<file path="src/rtl/frg_pkg.sv">
package frg_pkg;

    localparam int FRAC_W  = 8;
    localparam int PHASE_W = FRAC_W + 1;
    localparam int NUM_SRC = 3;
    localparam int SEL_W   = $clog2(NUM_SRC + 1);

    localparam logic [FRAC_W-1:0] DIV_FULL = '1;

    typedef enum logic [SEL_W-1:0] {
        SRC_OSC  = 2'd0,
        SRC_MAIN = 2'd1,
        SRC_PLL  = 2'd2,
        SRC_NONE = 2'd3
    } src_sel_e;

    typedef enum logic {
        FIELD_MULT = 1'b0,
        FIELD_DIV  = 1'b1
    } field_e;

    typedef struct packed {
        logic [FRAC_W-1:0] mult;
        logic [FRAC_W-1:0] div;
    } frac_cfg_t;

    typedef struct packed {
        logic pulse;
        logic pass;
        logic supported;
    } step_t;

    function automatic logic [PHASE_W-1:0] phase_modulus(input logic [FRAC_W-1:0] m);
        return {1'b1, {FRAC_W{1'b0}}} + PHASE_W'(m);
    endfunction

    function automatic logic div_supported(input logic [FRAC_W-1:0] d);
        return d == DIV_FULL;
    endfunction

endpackage

</file>
<file path="src/rtl/frg_src_mux.sv">
module frg_src_mux #(
    parameter int N   = 3,
    parameter int S_W = 2
) (
    input  logic [N-1:0]   src_vec,
    input  logic [S_W-1:0] sel,
    output logic           pulse
);
    logic [N-1:0] hit;

    for (genvar i = 0; i < N; i++) begin : g_src
        localparam logic [S_W-1:0] CODE = S_W'(i);
        assign hit[i] = src_vec[i] && (sel == CODE);
    end

    assign pulse = |hit;
endmodule

</file>
<file path="src/rtl/frg_cfg_regs.sv">
module frg_cfg_regs
    import frg_pkg::*;
(
    input  logic              clk,
    input  logic              rst,
    input  logic              wr,
    input  logic              addr,
    input  logic [FRAC_W-1:0] wdata,
    output logic [FRAC_W-1:0] rdata,
    output frac_cfg_t         cfg,
    output logic              touched
);
    frac_cfg_t cfg_q;

    always_ff @(posedge clk) begin
        if (rst) begin
            cfg_q <= '0;
        end else if (wr) begin
            if (field_e'(addr) == FIELD_DIV) cfg_q.div  <= wdata;
            else                            cfg_q.mult <= wdata;
        end
    end

    always_comb begin
        if (field_e'(addr) == FIELD_DIV) rdata = cfg_q.div;
        else                             rdata = cfg_q.mult;
    end

    assign cfg     = cfg_q;
    assign touched = wr;
endmodule

</file>
<file path="src/rtl/frg_phase_acc.sv">
module frg_phase_acc
    import frg_pkg::*;
(
    input  logic               clk,
    input  logic               rst,
    input  logic               pulse,
    input  logic [SEL_W-1:0]   sel,
    input  frac_cfg_t          cfg,
    input  logic               clr,
    output step_t              step,
    output logic               drop_eff,
    output logic [PHASE_W-1:0] phase
);
    logic [PHASE_W-1:0] phase_q, phase_d, modulus;
    logic [PHASE_W:0]   sum;
    logic               wrap, supported, switch_now;
    logic               drop_q, drop_d;
    logic [SEL_W-1:0]   sel_q;

    always_comb begin
        modulus    = phase_modulus(cfg.mult);
        sum        = {1'b0, phase_q} + {2'b00, cfg.mult};
        wrap       = sum >= {1'b0, modulus};
        supported  = div_supported(cfg.div);
        switch_now = sel != sel_q;
        drop_eff   = switch_now || drop_q;

        step.pulse     = pulse;
        step.supported = supported;
        if (!pulse || drop_eff) step.pass = 1'b0;
        else if (!supported)    step.pass = 1'b1;
        else                    step.pass = !wrap;

        if (clr || switch_now || !supported)
            phase_d = '0;
        else if (pulse && !drop_eff)
            phase_d = wrap ? PHASE_W'(sum - {1'b0, modulus}) : sum[PHASE_W-1:0];
        else
            phase_d = phase_q;

        if (pulse && drop_eff) drop_d = 1'b0;
        else if (switch_now)   drop_d = 1'b1;
        else                   drop_d = drop_q;
    end

    always_ff @(posedge clk) begin
        if (rst) begin
            phase_q <= '0;
            drop_q  <= 1'b0;
            sel_q   <= SRC_OSC;
        end else begin
            phase_q <= phase_d;
            drop_q  <= drop_d;
            sel_q   <= sel;
        end
    end

    assign phase = phase_q;
endmodule

</file>
<file path="src/rtl/frg_tick_out.sv">
module frg_tick_out
    import frg_pkg::*;
#(
    parameter int CNT_W = 16
) (
    input  logic             clk,
    input  logic             rst,
    input  step_t            step,
    output logic             tick,
    output logic [CNT_W-1:0] count,
    output logic             err
);
    always_ff @(posedge clk) begin
        if (rst) begin
            tick  <= 1'b0;
            count <= '0;
            err   <= 1'b0;
        end else begin
            tick <= step.pass;
            if (step.pass) count <= count + 1'b1;
            if (step.pulse && !step.supported) err <= 1'b1;
        end
    end
endmodule

</file>
<file path="src/rtl/frac_rate_gen.sv">
module frac_rate_gen
    import frg_pkg::*;
#(
    parameter int CNT_W = 16
) (
    input  logic             clk,
    input  logic             rst,
    input  logic             src_osc_en,
    input  logic             src_main_en,
    input  logic             src_pll_en,
    input  logic [1:0]       src_sel,
    input  logic             cfg_wr,
    input  logic             cfg_addr,
    input  logic [7:0]       cfg_wdata,
    output logic [7:0]       cfg_rdata,
    output logic             tick_out,
    output logic [CNT_W-1:0] tick_count,
    output logic             cfg_err
);
    logic [NUM_SRC-1:0] src_vec;
    logic               sel_pulse, touched, drop_eff;
    frac_cfg_t          cfg;
    step_t              step;
    logic [PHASE_W-1:0] phase_q;
    logic [FRAC_W-1:0]  cur_mult, cur_div;

    assign src_vec  = {src_pll_en, src_main_en, src_osc_en};
    assign cur_mult = cfg.mult;
    assign cur_div  = cfg.div;

    frg_src_mux #(.N(NUM_SRC), .S_W(SEL_W)) u_mux (
        .src_vec (src_vec),
        .sel     (src_sel),
        .pulse   (sel_pulse)
    );

    frg_cfg_regs u_regs (
        .clk     (clk),
        .rst     (rst),
        .wr      (cfg_wr),
        .addr    (cfg_addr),
        .wdata   (cfg_wdata),
        .rdata   (cfg_rdata),
        .cfg     (cfg),
        .touched (touched)
    );

    frg_phase_acc u_acc (
        .clk      (clk),
        .rst      (rst),
        .pulse    (sel_pulse),
        .sel      (src_sel),
        .cfg      (cfg),
        .clr      (touched),
        .step     (step),
        .drop_eff (drop_eff),
        .phase    (phase_q)
    );

    frg_tick_out #(.CNT_W(CNT_W)) u_out (
        .clk   (clk),
        .rst   (rst),
        .step  (step),
        .tick  (tick_out),
        .count (tick_count),
        .err   (cfg_err)
    );
endmodule

</file>
<file path="config.mk">
export PLATFORM = sky130hd
export DESIGN_NAME = frac_rate_gen
export DESIGN_NICKNAME = d
export VERILOG_FILES = /design/src/rtl/frg_pkg.sv /design/src/rtl/frg_src_mux.sv /design/src/rtl/frg_cfg_regs.sv /design/src/rtl/frg_phase_acc.sv /design/src/rtl/frg_tick_out.sv /design/src/rtl/frac_rate_gen.sv
export SDC_FILE = /design/constraint.sdc
export NUM_CORES = 1
export LEC_CHECK = 0
export BUFFER_PORTS_ARGS = -buffer_cell sky130_fd_sc_hd__buf_2
export CAP_MARGIN = 40
export CORE_ASPECT_RATIO = 2
export CORE_UTILIZATION = 50
export CTS_BUF_LIST = sky130_fd_sc_hd__clkbuf_4 sky130_fd_sc_hd__clkbuf_8 sky130_fd_sc_hd__clkbuf_16
export DETAILED_ROUTE_END_ITERATION = 8
export MAX_ROUTING_LAYER = met4
export PLACE_DENSITY = 0.72
export SYNTH_ARGS = -nofsm -noshare
export SYNTH_HDL_FRONTEND = slang
export SYNTH_SLANG_ARGS = --single-unit
</file>
<file path="constraint.sdc">
create_clock -name clk -period 8.4 [get_ports clk]
set_clock_uncertainty 0.05 [all_clocks]
set_input_delay 0.84 -clock clk [delete_from_list [all_inputs] [get_ports clk]]
set_output_delay 0.84 -clock clk [all_outputs]
set_load 0.02 [all_outputs]
</file>
==> impl_summary.log <==
[metrics] result of the run: complete, no violations
[metrics] largest incremental delay on the critical path: between 0.5 and 0.6 ns
[metrics] CP Launch Type: flip-flop
[metrics] via count: ~2,700
[metrics] number of buffers on the longest clock path: 2
[metrics] crit path cell chain: ha_1 > fa_1 > a211o_1 > a21oi_1 > xnor2_1 > ha_1 > nand2_1 > o21ai_0 > o21ai_4 > a21oi_2 > buf_6 > or4_1 > a21oi_1
[metrics] fraction of the yosys area taken by sequential cells: 0.3258
[metrics] Hold Slack: ~0.43 ns
[metrics] first drt pass iteration count: 4
[metrics] ports placed on the boundary: 43
[metrics] instance area at placement: around 3000 µm²
[metrics] area of the placeable core: about 5400 µm²
[metrics] clock edge transition at the registers on the reported setup and hold paths: 0.09 ns
[metrics] leakage dissipation: 1.312 nW
[metrics] CTS tree: done
[metrics] total global-route track usage: 0.2574
[metrics] Switching Share: 0.2761
[metrics] worst-margin pin slew: roughly 0.7 ns
[metrics] total number of clock tree sinks: 46
[metrics] layout cell share with drive strength beyond 1: 0.1605
[metrics] count of maximum capacitance violations: 0
[metrics] CTS buffer count: 5
[metrics] first-pass GRT wire length: 10,870 µm
[metrics] Post-synth EDFFs: 0
[metrics] clk root buf: clkbuf_8
[metrics] clock network power share: 0.362
[metrics] area of the die: 5976 µm²
[metrics] post-CTS setup-driven buffer insertion count: 0
[metrics] post-route minimum period: around 4.0 ns
[metrics] final global-route overflow total: 0
[metrics] netlist area before placement: roughly 2800 µm²
[metrics] total power after layout: around 470 µW
[metrics] commonest non-fill, non-tap cells in the layout: 46 x dfxtp_1, 42 x buf_2, 41 x a21oi_1
[metrics] relative contribution of sequential cells to total power: 0.482
[metrics] Die W: 55.17 µm
[metrics] number of failing hold endpoints at the final stage: 0
[metrics] RSZ-0062 raised after global routing: false
[metrics] maximum fanout along the worst path: 19
[metrics] number of placement rows: 38
[metrics] cell taking the most area after synthesis: dfxtp_1
[metrics] count of warnings emitted by yosys: 0
[metrics] fraction of synthesized cell area taken by the top area cell type: 0.3258
[metrics] maximum vdd drop: 0.0001283 V
[metrics] share of synthesized flip-flops with an asynchronous set or reset: 0
[metrics] clock latency on the worst-skew pair: between 0.3 and 0.4 ns
[metrics] H-tree lvl count: 2
[metrics] Pint: between 300 and 400 µW
[metrics] slowest cell on the critical path: a21oi_2
[metrics] largest delay contributor family on the critical path: compound AO/OA/AOI/OAI gates
[metrics] number of remaining DRC errors: 0
[metrics] type of the most critical hold path: reg -> reg
[metrics] vias in the first global route: 2,455
[metrics] number of resized instances in the post-cts repair step: 0
[metrics] net count after synthesis: 384
[metrics] CTS Hold Bufs: 0
[metrics] Critical Path AT: 4.10 ns
[metrics] WP data required: about 8.5 ns
[metrics] Final Cycle Share: 0.4748
[metrics] Comb pwr share: 0.156
[metrics] Max Clock Freq: 250.7 MHz
[metrics] synth-to-layout area growth: 12.48%
[metrics] iteration-0 DRC count of the detailed router: slightly below 70
[metrics] utilization after layout: 0.5866
[metrics] wire per inst: between 15 and 20 µm
[metrics] class of the most critical setup path: reg -> reg
[metrics] number of nets in the layout: 414
[metrics] Starting Density: 0.5215
[metrics] flip-flop and latch count after synthesis: 46
[metrics] die span in y: 108.3 µm
[metrics] buffering stage count on the worst path with inverters included: 1
[metrics] number of input and output port buffers inserted: 42
[metrics] Layout fillers: 551
[metrics] final HPWL from detailed placement: around 5200 µm
[metrics] Vias per Instance: about 6.2
[metrics] Antenna Nets Post-Route: 0
[metrics] cell area power density: approximately 150 nW/µm²
[metrics] Mapped Cells: 349
[metrics] Post-Synthesis Mean Instance Area: 8.099 µm²
[metrics] pin count of the biggest net entering global routing: 39
[metrics] Total Routed Length: between 7000 and 8000 µm
[metrics] commonest register cell after synthesis: dfxtp_1
[metrics] critical path capture point type: flip-flop
[metrics] headroom to the max-slew limit: 0.5328
[metrics] leading cell type in the layout, fill and taps excluded: dfxtp_1
[metrics] antenna fix cells: 0
[metrics] number of distinct library cell variants in the gate-level netlist after synthesis: 47
[metrics] GPL Wtd Cong: 0.8578
[metrics] final total negative setup slack: 0 ns
[metrics] Pins Over Slew Limit: 0
[metrics] switching power total: 130.2 µW
[metrics] number of setup violations in the final report: 0
[metrics] antenna violations before repair: 0
[metrics] synth top area cells: dfxtp_1 33%, a21oi_1 7.3%, ha_1 7.1%
[metrics] fin area: 3179 µm²
==> state kept, by name, indices dropped and copies added, names as in the netlist <==
signal	count
u_out.count	16
u_regs.cfg	16
u_acc.phase	9
u_acc.sel_q	2
u_acc.drop_q	1
u_out.err	1
u_out.tick	1
==> metal layers <==
| metal | vias up | part of all wire | global-route usage |
|---|---|---|---|
| met5 | - | 0 | - |
| met4 | 0 | 0.053 | 0.1571 |
| met3 | 32 | 0.036 | 0.02954 |
| met2 | 84 | 0.55 | 0.4527 |
| met1 | 1277 | 0.36 | 0.2498 |
| li1 | 1343 | - | - |
==> per-stage QoR <==
stage	std cells	worst slack [ns]
after floorplan	349	5.014
after global placement	429	4.373
after detailed placement	432	4.529
after CTS	440	4.440
after global routing	440	4.202
final	440	4.412
==> kinds of logic (layout without fill, tap and decap cells) <==
group	count (synthesis)	after routing	synth area share
AOI/OAI and AO/OA	108	108	0.2550
xor gates and xnor gates	13	13	0.04028
adders and majority gates	18	18	0.08499
buffers and inverters	32	63	0.04559
DFF	46	46	0.3258
muxes	6	6	0.02169
and+or+nand+nor	126	126	0.2267
==> synthesized netlist by cell type (all sizes together), types with 2 or more instances <==
cell and count:
or4 14, nand4 8, nor2b 4, xor2 2, nor3 4, nand2 27, nand3b 3, or3 4
ha 16, a311oi 2, a21o 5, xnor2 11, buf 6, nor2 31, a211oi 7, o21ai 19
nand3 19, o31ai 13, mux2i 5, and3 5, o211a 2, inv 10, clkbuf 16, dfxtp 46
fa 2, o21a 7, a211o 2, and2 3, a21oi 42
==> worst register-to-register path: stages (launching register included) <==
cell	delay [ns]
dfxtp_1	0.36
ha_1	0.26
fa_1	0.49
a211o_1	0.37
a21oi_1	0.22
xnor2_1	0.13
ha_1	0.39
nand2_1	0.07
o21ai_0	0.43
o21ai_4	0.12
a21oi_2	0.51
buf_6	0.25
or4_1	0.13
a21oi_1	0.06
==> area by class of cell <==
| type | count | area (µm²) | area share |
|---|---|---|---|
| timing repair buffer | 45 | 256.5 | 0.08068 |
| clock buffer | 5 | 68.82 | 0.02165 |
| inverter | 10 | 37.54 | 0.01181 |
| sequential | 46 | 920.9 | 0.2896 |
| clock inverter | 3 | 43.79 | 0.01377 |
| multi-input combinational | 271 | 1777 | 0.5588 |
| tap | 60 | 75.07 | 0.02361 |
==> power groups by stage <==
stage          logic [mW]  clock network (mW)  registers, mW
2_1_floorplan      0.0526                   0          0.232
3_3_place_gp       0.0696                   0          0.232
3_5_place_dp       0.0724                   0          0.232
4_1_cts            0.0733               0.172          0.227
5_1_grt            0.0813               0.180          0.228
6_report           0.0738               0.170          0.227
==> worst paths after layout <==
| kind | from | end | slack, ns | depth (start not counted) |
|---|---|---|---|---|
| setup / recovery | u_regs.cfg[8] | u_out.count[3] | 4.41 | 13 |
| hold / removal | u_regs.cfg[5] | u_regs.cfg[5] | 0.43 | 2 |
| setup reg to reg | u_regs.cfg[8] | u_out.count[3] | 4.41 | 13 |
| hold reg to reg | u_regs.cfg[5] | u_regs.cfg[5] | 0.43 | 2 |
Power figures use the tool's default switching activity.
